`src/rtl/vls_pkg.sv`:
```
// Package: shared types for the strip-mined vector length sequencer.
// Assumes nothing beyond IEEE 1800-2017.
package vls_pkg;

    // Sequencer phase: waiting, issuing pieces, all pieces handed out.
    typedef enum logic [1:0] {
        PH_IDLE = 2'd0,
        PH_RUN  = 2'd1,
        PH_FIN  = 2'd2
    } vls_phase_e;

endpackage

```
`src/rtl/vls_head_len.sv`:
```
// Module: vls_head_len
// Works out the length of the first piece and the number of elements left
// after it, for a total n. The first piece is n mod MVL, or MVL when that
// remainder is zero (an empty piece is never issued).
// Assumes MVL >= 1 and MVL fits in N_W bits. When MVL is a power of two, a
// mask replaces the modulo.
module vls_head_len #(
    parameter int MVL   = 64,
    parameter int N_W   = 16,
    parameter int LEN_W = $clog2(MVL + 1)
) (
    input  logic [N_W-1:0]   total_i,
    output logic             zero_o,
    output logic [LEN_W-1:0] head_len_o,
    output logic [N_W-1:0]   tail_o
);

    localparam logic [N_W-1:0] MVL_N    = N_W'(MVL);
    localparam bit             MVL_POW2 = ((MVL & (MVL - 1)) == 0);

    logic [N_W-1:0] rem_n;
    logic [N_W-1:0] head_n;

    // Remainder variant picked by whether MVL is a power of two.
    generate
        if (MVL_POW2) begin : g_mask
            // Remainder by masking the low bits.
            always_comb rem_n = total_i & N_W'(MVL - 1);
        end else begin : g_mod
            // Remainder by a general modulo.
            always_comb rem_n = total_i % MVL_N;
        end
    endgenerate

    // First piece length, with an empty remainder replaced by a full piece.
    always_comb begin
        zero_o     = (total_i == '0);
        head_n     = (rem_n == '0) ? MVL_N : rem_n;
        head_len_o = LEN_W'(head_n);
        tail_o     = zero_o ? '0 : (total_i - head_n);
    end

endmodule

```
`src/rtl/vls_phase_ctrl.sv`:
```
// Module: vls_phase_ctrl
// Phase register of the sequencer. A start is accepted only outside the
// issuing phase. A zero total goes straight to the finished phase. A done on
// the last piece ends the issuing phase.
// Assumes a synchronous active-low reset.
module vls_phase_ctrl
    import vls_pkg::*;
(
    input  logic       clk,
    input  logic       rst_n,
    input  logic       start_i,
    input  logic       total_zero_i,
    input  logic       done_i,
    input  logic       last_i,
    output logic       accept_o,
    output logic       step_o,
    output vls_phase_e phase_o
);

    vls_phase_e phase_q;
    vls_phase_e phase_d;

    // Accept and step qualifiers derived from the current phase.
    always_comb begin
        accept_o = start_i && (phase_q != PH_RUN);
        step_o   = done_i && (phase_q == PH_RUN);
    end

    // Next-phase selection.
    always_comb begin
        phase_d = phase_q;
        if (accept_o) begin
            phase_d = total_zero_i ? PH_FIN : PH_RUN;
        end else if (step_o && last_i) begin
            phase_d = PH_FIN;
        end
    end

    // Phase register with synchronous reset.
    always_ff @(posedge clk) begin
        if (!rst_n) phase_q <= PH_IDLE;
        else        phase_q <= phase_d;
    end

    assign phase_o = phase_q;

endmodule

```
`src/rtl/vls_cursor.sv`:
```
// Module: vls_cursor
// Holds the presented piece (base, length) and the elements still to be
// issued after it. On accept it loads the first piece. On a non-final step it
// advances the base by the current length and switches to full MVL pieces.
// Assumes the remaining count after the first piece is a multiple of MVL.
module vls_cursor #(
    parameter int MVL   = 64,
    parameter int N_W   = 16,
    parameter int LEN_W = $clog2(MVL + 1)
) (
    input  logic             clk,
    input  logic             rst_n,
    input  logic             accept_i,
    input  logic             step_i,
    input  logic [LEN_W-1:0] head_len_i,
    input  logic [N_W-1:0]   tail_i,
    output logic [N_W-1:0]   base_o,
    output logic [LEN_W-1:0] len_o,
    output logic             last_o
);

    localparam logic [N_W-1:0]   MVL_N = N_W'(MVL);
    localparam logic [LEN_W-1:0] MVL_L = LEN_W'(MVL);

    logic [N_W-1:0]   base_q;
    logic [LEN_W-1:0] len_q;
    logic [N_W-1:0]   left_q;

    // Piece registers: load on accept, advance on a non-final step.
    always_ff @(posedge clk) begin
        if (!rst_n) begin
            base_q <= '0;
            len_q  <= '0;
            left_q <= '0;
        end else if (accept_i) begin
            base_q <= '0;
            len_q  <= head_len_i;
            left_q <= tail_i;
        end else if (step_i && !last_o) begin
            base_q <= base_q + N_W'(len_q);
            len_q  <= MVL_L;
            left_q <= left_q - MVL_N;
        end
    end

    // The presented piece is the last one when nothing remains behind it.
    always_comb last_o = (left_q == '0);

    assign base_o = base_q;
    assign len_o  = len_q;

endmodule

```
`src/rtl/vls_seq.sv`:
```
// Module: vls_seq (top)
// Strip-mined vector length sequencer. It issues the remainder piece first,
// then full MVL pieces, each held until chunk_done_i. It then raises
// finished_o, which holds until the next accepted start.
// Assumes chunk_done_i is looked at only while chunk_valid_o is high.
module vls_seq
    import vls_pkg::*;
#(
    parameter int MVL   = 64,
    parameter int N_W   = 16,
    parameter int LEN_W = $clog2(MVL + 1)
) (
    input  logic             clk,
    input  logic             rst_n,
    input  logic             start_i,
    input  logic [N_W-1:0]   total_i,
    input  logic             chunk_done_i,
    output logic             chunk_valid_o,
    output logic [N_W-1:0]   chunk_base_o,
    output logic [LEN_W-1:0] chunk_len_o,
    output logic             finished_o
);

    logic             total_zero;
    logic [LEN_W-1:0] head_len;
    logic [N_W-1:0]   tail;
    logic             accept;
    logic             step;
    logic             last;
    vls_phase_e       phase;

    vls_head_len #(.MVL(MVL), .N_W(N_W), .LEN_W(LEN_W)) u_head (
        .total_i    (total_i),
        .zero_o     (total_zero),
        .head_len_o (head_len),
        .tail_o     (tail)
    );

    vls_phase_ctrl u_ctrl (
        .clk          (clk),
        .rst_n        (rst_n),
        .start_i      (start_i),
        .total_zero_i (total_zero),
        .done_i       (chunk_done_i),
        .last_i       (last),
        .accept_o     (accept),
        .step_o       (step),
        .phase_o      (phase)
    );

    vls_cursor #(.MVL(MVL), .N_W(N_W), .LEN_W(LEN_W)) u_cursor (
        .clk        (clk),
        .rst_n      (rst_n),
        .accept_i   (accept),
        .step_i     (step),
        .head_len_i (head_len),
        .tail_i     (tail),
        .base_o     (chunk_base_o),
        .len_o      (chunk_len_o),
        .last_o     (last)
    );

    // Output flags decoded from the phase.
    always_comb begin
        chunk_valid_o = (phase == PH_RUN);
        finished_o    = (phase == PH_FIN);
    end

endmodule

```
`config.mk`:
```
export PLATFORM = sky130hd
export DESIGN_NAME = vls_seq
export DESIGN_NICKNAME = d
export VERILOG_FILES = /design/src/rtl/vls_pkg.sv /design/src/rtl/vls_head_len.sv /design/src/rtl/vls_phase_ctrl.sv /design/src/rtl/vls_cursor.sv /design/src/rtl/vls_seq.sv
export SDC_FILE = /design/constraint.sdc
export NUM_CORES = 1
export LEC_CHECK = 0
export BUFFER_PORTS_ARGS = -buffer_cell sky130_fd_sc_hd__buf_2
export CAP_MARGIN = 20
export CORE_MARGIN = 5
export CORE_UTILIZATION = 40
export DETAILED_ROUTE_END_ITERATION = 8
export GPL_TIMING_DRIVEN = 0
export MAX_ROUTING_LAYER = met4
export PLACE_DENSITY = 0.68
export SYNTH_ARGS = -nofsm -noshare
export SYNTH_HDL_FRONTEND = slang
export SYNTH_HIERARCHICAL = 1
export SYNTH_SLANG_ARGS = --single-unit
```
`constraint.sdc`:
```
create_clock -name clk -period 2.7 [get_ports clk]
set_input_delay 0.405 -clock clk [delete_from_list [all_inputs] [get_ports clk]]
set_output_delay 0.405 -clock clk [all_outputs]
set_load 0.01 [all_outputs]
```
# After elaboration in Yosys (flattened, before gate mapping)
# Cells that the tools add are included.
# op_classes
n_mul,0
n_bitwise,1
eq_ne,3
addsub,3
n_div,0
n_lt_le_gt_ge,0
shifts,0
mux,9
n_reduce_logical,11
# op_table
operator,count
16-bit logical NOT,3
16-bit 2-to-1 mux,3
7-bit 2-to-1 mux,3
16-bit by 7-bit adder with 16-bit output,1
16-bit subtractor,1
"16-bit by 7-bit subtractor with 16-bit output, second input constant",1
2-bit 2-to-1 mux,3
1-bit logical AND,4
2-bit nonzero test,2
"2-bit by 1-bit == test with 1-bit output, second input constant",1
"2-bit == test, second input constant",1
"2-bit by 1-bit inequality test with 1-bit output, second input constant",1
2-bit OR reduction,1
1-bit logical NOT,1
1-bit NOT,1
# totals
register_bits,41
memories,0
out_inout_bits,25
latch_bits,0
input_bits,20
rom_bits,0
mem_bits_rw,0

# Longest topological paths before layout
# depth
depth_word,5
depth_mapped,9
mapped_depth_nobuf,9

# Cells and area by module
# Netlist, hierarchy kept.
# by_module_without_submodules
module,cells_per_inst,seq_area_each_um2,n_inst,area_per_inst_um2
vls_cursor,243,780.7,1,2094.5
vls_head_len,65,0.0,1,427.9
vls_phase_ctrl,12,40.0,1,125.1
vls_seq,2,0.0,1,15.0

# Worst setup path after synthesis
# Ideal clock, no wire load.
# synth_path
path_type,input port to flip-flop
start,input total_i[1]
end,register u_cursor.left_q[13]
arrival_ns,2.227
n_path_buf,0
required_time_ns,2.614
path_slack_ns,0.388
path_stages,9
setup_time_ns,0.086
cell_sequence,nor4_1 -> and2_1 -> inv_1 -> ha_1 -> or3_1 -> or2_1 -> o31ai_1 -> o21ai_0 -> a211oi_1
# synth_between
elab_chain_cells,5
# synth_rtl
item,line_no,text
from (decl),vls_seq.sv:16,"input logic [N_W-1:0] total_i,"
16-bit logical NOT,vls_head_len.sv:38,head_n = (rem_n == '0) ? MVL_N : rem_n;
7-bit 2-to-1 mux,vls_head_len.sv:38,
net head_len[6],vls_seq.sv:25,logic [LEN_W-1:0] head_len;
16-bit subtractor,vls_head_len.sv:40,tail_o = zero_o ? '0 : (total_i - head_n);
16-bit 2-to-1 mux,vls_head_len.sv:40,
net tail[13],vls_seq.sv:26,logic [N_W-1:0] tail;
16-bit 2-to-1 mux,vls_cursor.sv:35,end else if (accept_i) begin
to (signal assigned),vls_cursor.sv:38,left_q <= tail_i;
to (signal assigned),vls_cursor.sv:42,left_q <= left_q - MVL_N;
to (decl),vls_cursor.sv:27,logic [N_W-1:0] left_q;
# The timed path passes the listed nets, and every way through them passes these cells.
# A chain may end at the register's enable or synchronous reset.

# Final worst setup path
# layout_path
start,input total_i[1]
end,register u_cursor.left_q[15]
# The elaborated chain is that of the path after synthesis.

==> results.txt <==
CTS sink cnt - 41
Yosys top cell by area - dfxtp_1
Setup Skew - 0.01493 ns
Yosys top cell area share - 30.83%
met3 wire length - 266 um
PortBufs - 44
CTS tree - yes
fin. max-slew vios - 0
cts bufs inserted - 5
clk slew on worst S/H paths - 0.08 ns
CP Class - in -> reg
vias in the first global route - 2393
Tot GR Track Use - 16.57%
vias per cell - 5.591
Synth-to-Final Area Change - 17.25%
Worst EP arrival - 2.71 ns
required time of the critical path - 2.94 ns
worst-margin pin slew - 0.5810 ns
starting density of the core - 41.46%
Yosys warnings - 6
initial antenna violation count - 0
Ports - 45
dpl cell area - 2998 um^2
final global-route overflow total - 0
Worst setup EP type - flip-flop
Vias - 2555
die area - 8388 um^2
CP max-delay cell - or3_1
DRT met1 WL - 3.097 mm
Rows - 29
Tot Pwr - 1.464 mW
cells after synthesis - 322
DP Wirelength - 5.132 mm
count of unique library cells instantiated by Yosys - 64
Post-synth EDFFs - 0
Tcrit/Tclk final - 91.39%
worst-skew pair later-pin latency - 0.30 ns
Worst Setup Start Kind - primary input
CTS max path bufs - 2
Tightest Hold Check Type - in -> reg
endpoints failing hold - 0
async set or reset register ratio after synthesis - 0%
Slew HR - 60.91%
# nets final - 412
most frequent cells in the layout - buf_2 (45), dfxtp_1 (41), nand2_1 (26)
layout cell share with drive strength beyond 1 - 20.26%
Worst Path Max Fanout - 5
Die W - 91.59 um
sequential element share of the synthesized area - 30.83%
# setup viols final - 0
fmax - 405.3 MHz
register bit count reported by yosys - 41
final worst slack - 0.2324 ns
Top Layer Used - met4
largest net degree at the start of global routing - 15
post-place setup slack - -0.1385 ns
Final GP Congestion - 0.8524
synth top area cells - dfxtp_1 (31%), ha_1 (5.6%), nand2_1 (3.7%)
Total Wirelength - 6.684 mm
hold_buf cts - 0
RSZ-0062 raised after global routing - false
# H-tree levels - 2
Final ANT Viol Nets - 0
ys flop type - dfxtp_1
Root Driver - clkbuf_8
number of DRC markers in iteration 0 - 110
Core Area - 6422 um^2
critical path cell sequence - buf_2 > nor4_2 > and2_1 > inv_1 > ha_1 > or3_1 > or2_1 > o41ai_1 > o21ai_0 > nor2_1
first-pass GRT wire length - 11.20 mm
post-synthesis cell area - 2663 um^2
Die Span Y - 91.59 um
Max IR drop VDD - 0.2270 mV
P per Cell Area - 469.0 nW/um^2
Leak - 1.291 nW
hold slack - 0.4321 ns
Final Cell Area - 3122 um^2
fillers - 646
min Tclk post-route - 2.468 ns
met2 wire length - 3.217 mm
DRC viols - 0
commonest non-fill, non-tap cell in the layout - buf_2
Post-Syn Area per Cell - 8.269 um^2
1st-pass router iterations - 4
WL per Instance - 14.63 um
status - complete, no violations
Ant. Diodes - 0
CP max stage delay - 0.41 ns
Max-cap violations - 0
## kinds of logic (layout without fill, tap and decap cells)
| group | count (synthesis) | count (layout) | share of synthesized area [%] |
|---|---|---|---|
| AND/OR/NAND/NOR | 129 | 129 | 28.01 |
| AO/OA/AOI/OAI | 91 | 91 | 22.93 |
| flip-flops | 41 | 41 | 30.83 |
| buffers and inverters | 28 | 81 | 5.169 |
| adder cells (fa/ha/maj) | 13 | 13 | 6.391 |
| XOR/XNOR | 9 | 9 | 2.960 |
| multiplexers | 9 | 9 | 3.431 |
| other | 2 | 7 | 0.2821 |
## layout make-up
cell class,instances,area [um^2],share of cell area [%]
Timing Repair Buffer,45,225.2,7.214
Sequential cell,41,820.8,26.29
Tap cell,77,96.34,3.086
Multi-Input combinational cell,258,1729,55.39
Inverter,5,18.77,0.6012
Clock inverter,3,43.79,1.403
Buffer,23,118.9,3.808
Clock buffer,5,68.82,2.204
## worst paths after layout
kind / startpoint / endpoint / slack, ns / cells after the start
worst max-delay path: total_i[1] / u_cursor/left_q[15] / 0.23 / 10
worst min register to register: u_cursor/base_o[15] / u_cursor/base_o[15] / 0.48 / 2
worst max register to register: u_cursor/len_o[0] / u_cursor/base_o[12] / 0.46 / 7
worst min-delay path: rst_n / u_ctrl/phase_o[0] / 0.43 / 2
## state kept, by name, indices dropped and copies added, names as in the netlist
| signal | cells |
|---|---|
| u_ctrl/phase_o | 2 |
| u_cursor/base_o | 16 |
| u_cursor/len_o | 7 |
| u_cursor/left_q | 16 |
## worst max-delay path: cells and delay by family
| family | cells | cell delay [ns] |
|---|---|---|
| buffers and inverters | 2 | 0.18 |
| adder cells (fa/ha/maj) | 1 | 0.34 |
| AND/OR/NAND/NOR | 5 | 1.33 |
| AO/OA/AOI/OAI | 2 | 0.46 |
## through the flow
stage / TNS (ns) / cells / utilization, %
final: 0 / 457 / 48.61
after global routing: 0 / 457 / 48.61
after global placement: -0.4294 / 448 / 46.68
after floorplan: 0 / 327 / -
after detailed placement: -0.3753 / 448 / 46.68
after CTS: 0 / 456 / 48.43
## synthesized netlist by cell type, types with 5 or more instances
cell and number:
inv_1 5, o21ai_0 16, dfxtp_1 41, o31ai_1 9
nor3_1 5, a21oi_1 19, nand2_1 26, nand3_1 16
nor2b_1 11, nand2b_1 5, ha_1 12, mux2i_1 8
clkbuf_1 13, nor4_1 7, a21boi_0 10, xnor2_1 5
or4_1 5, buf_4 6, nor2_1 16, a211oi_1 5
or3_1 7
## layer usage
layer  global-route usage (%)  vias up
met4                    5.025        0
li1                         -     1293
met5                        -        -
met1                    20.46     1203
met2                    27.45       52
met3                    2.975        7
## power by group
group / internal (mW) / switching (mW)
logic: 0.124 / 0.166
clock network: 0.277 / 0.227
registers: 0.637 / 0.0336
total: 1.04 / 0.427
## timing repair
item	4_1_cts	5_1_grt
resized for setup	0	1
setup endpoints to repair	0	3
setup buffers	0	0
(Power assumes the default switching activity.)
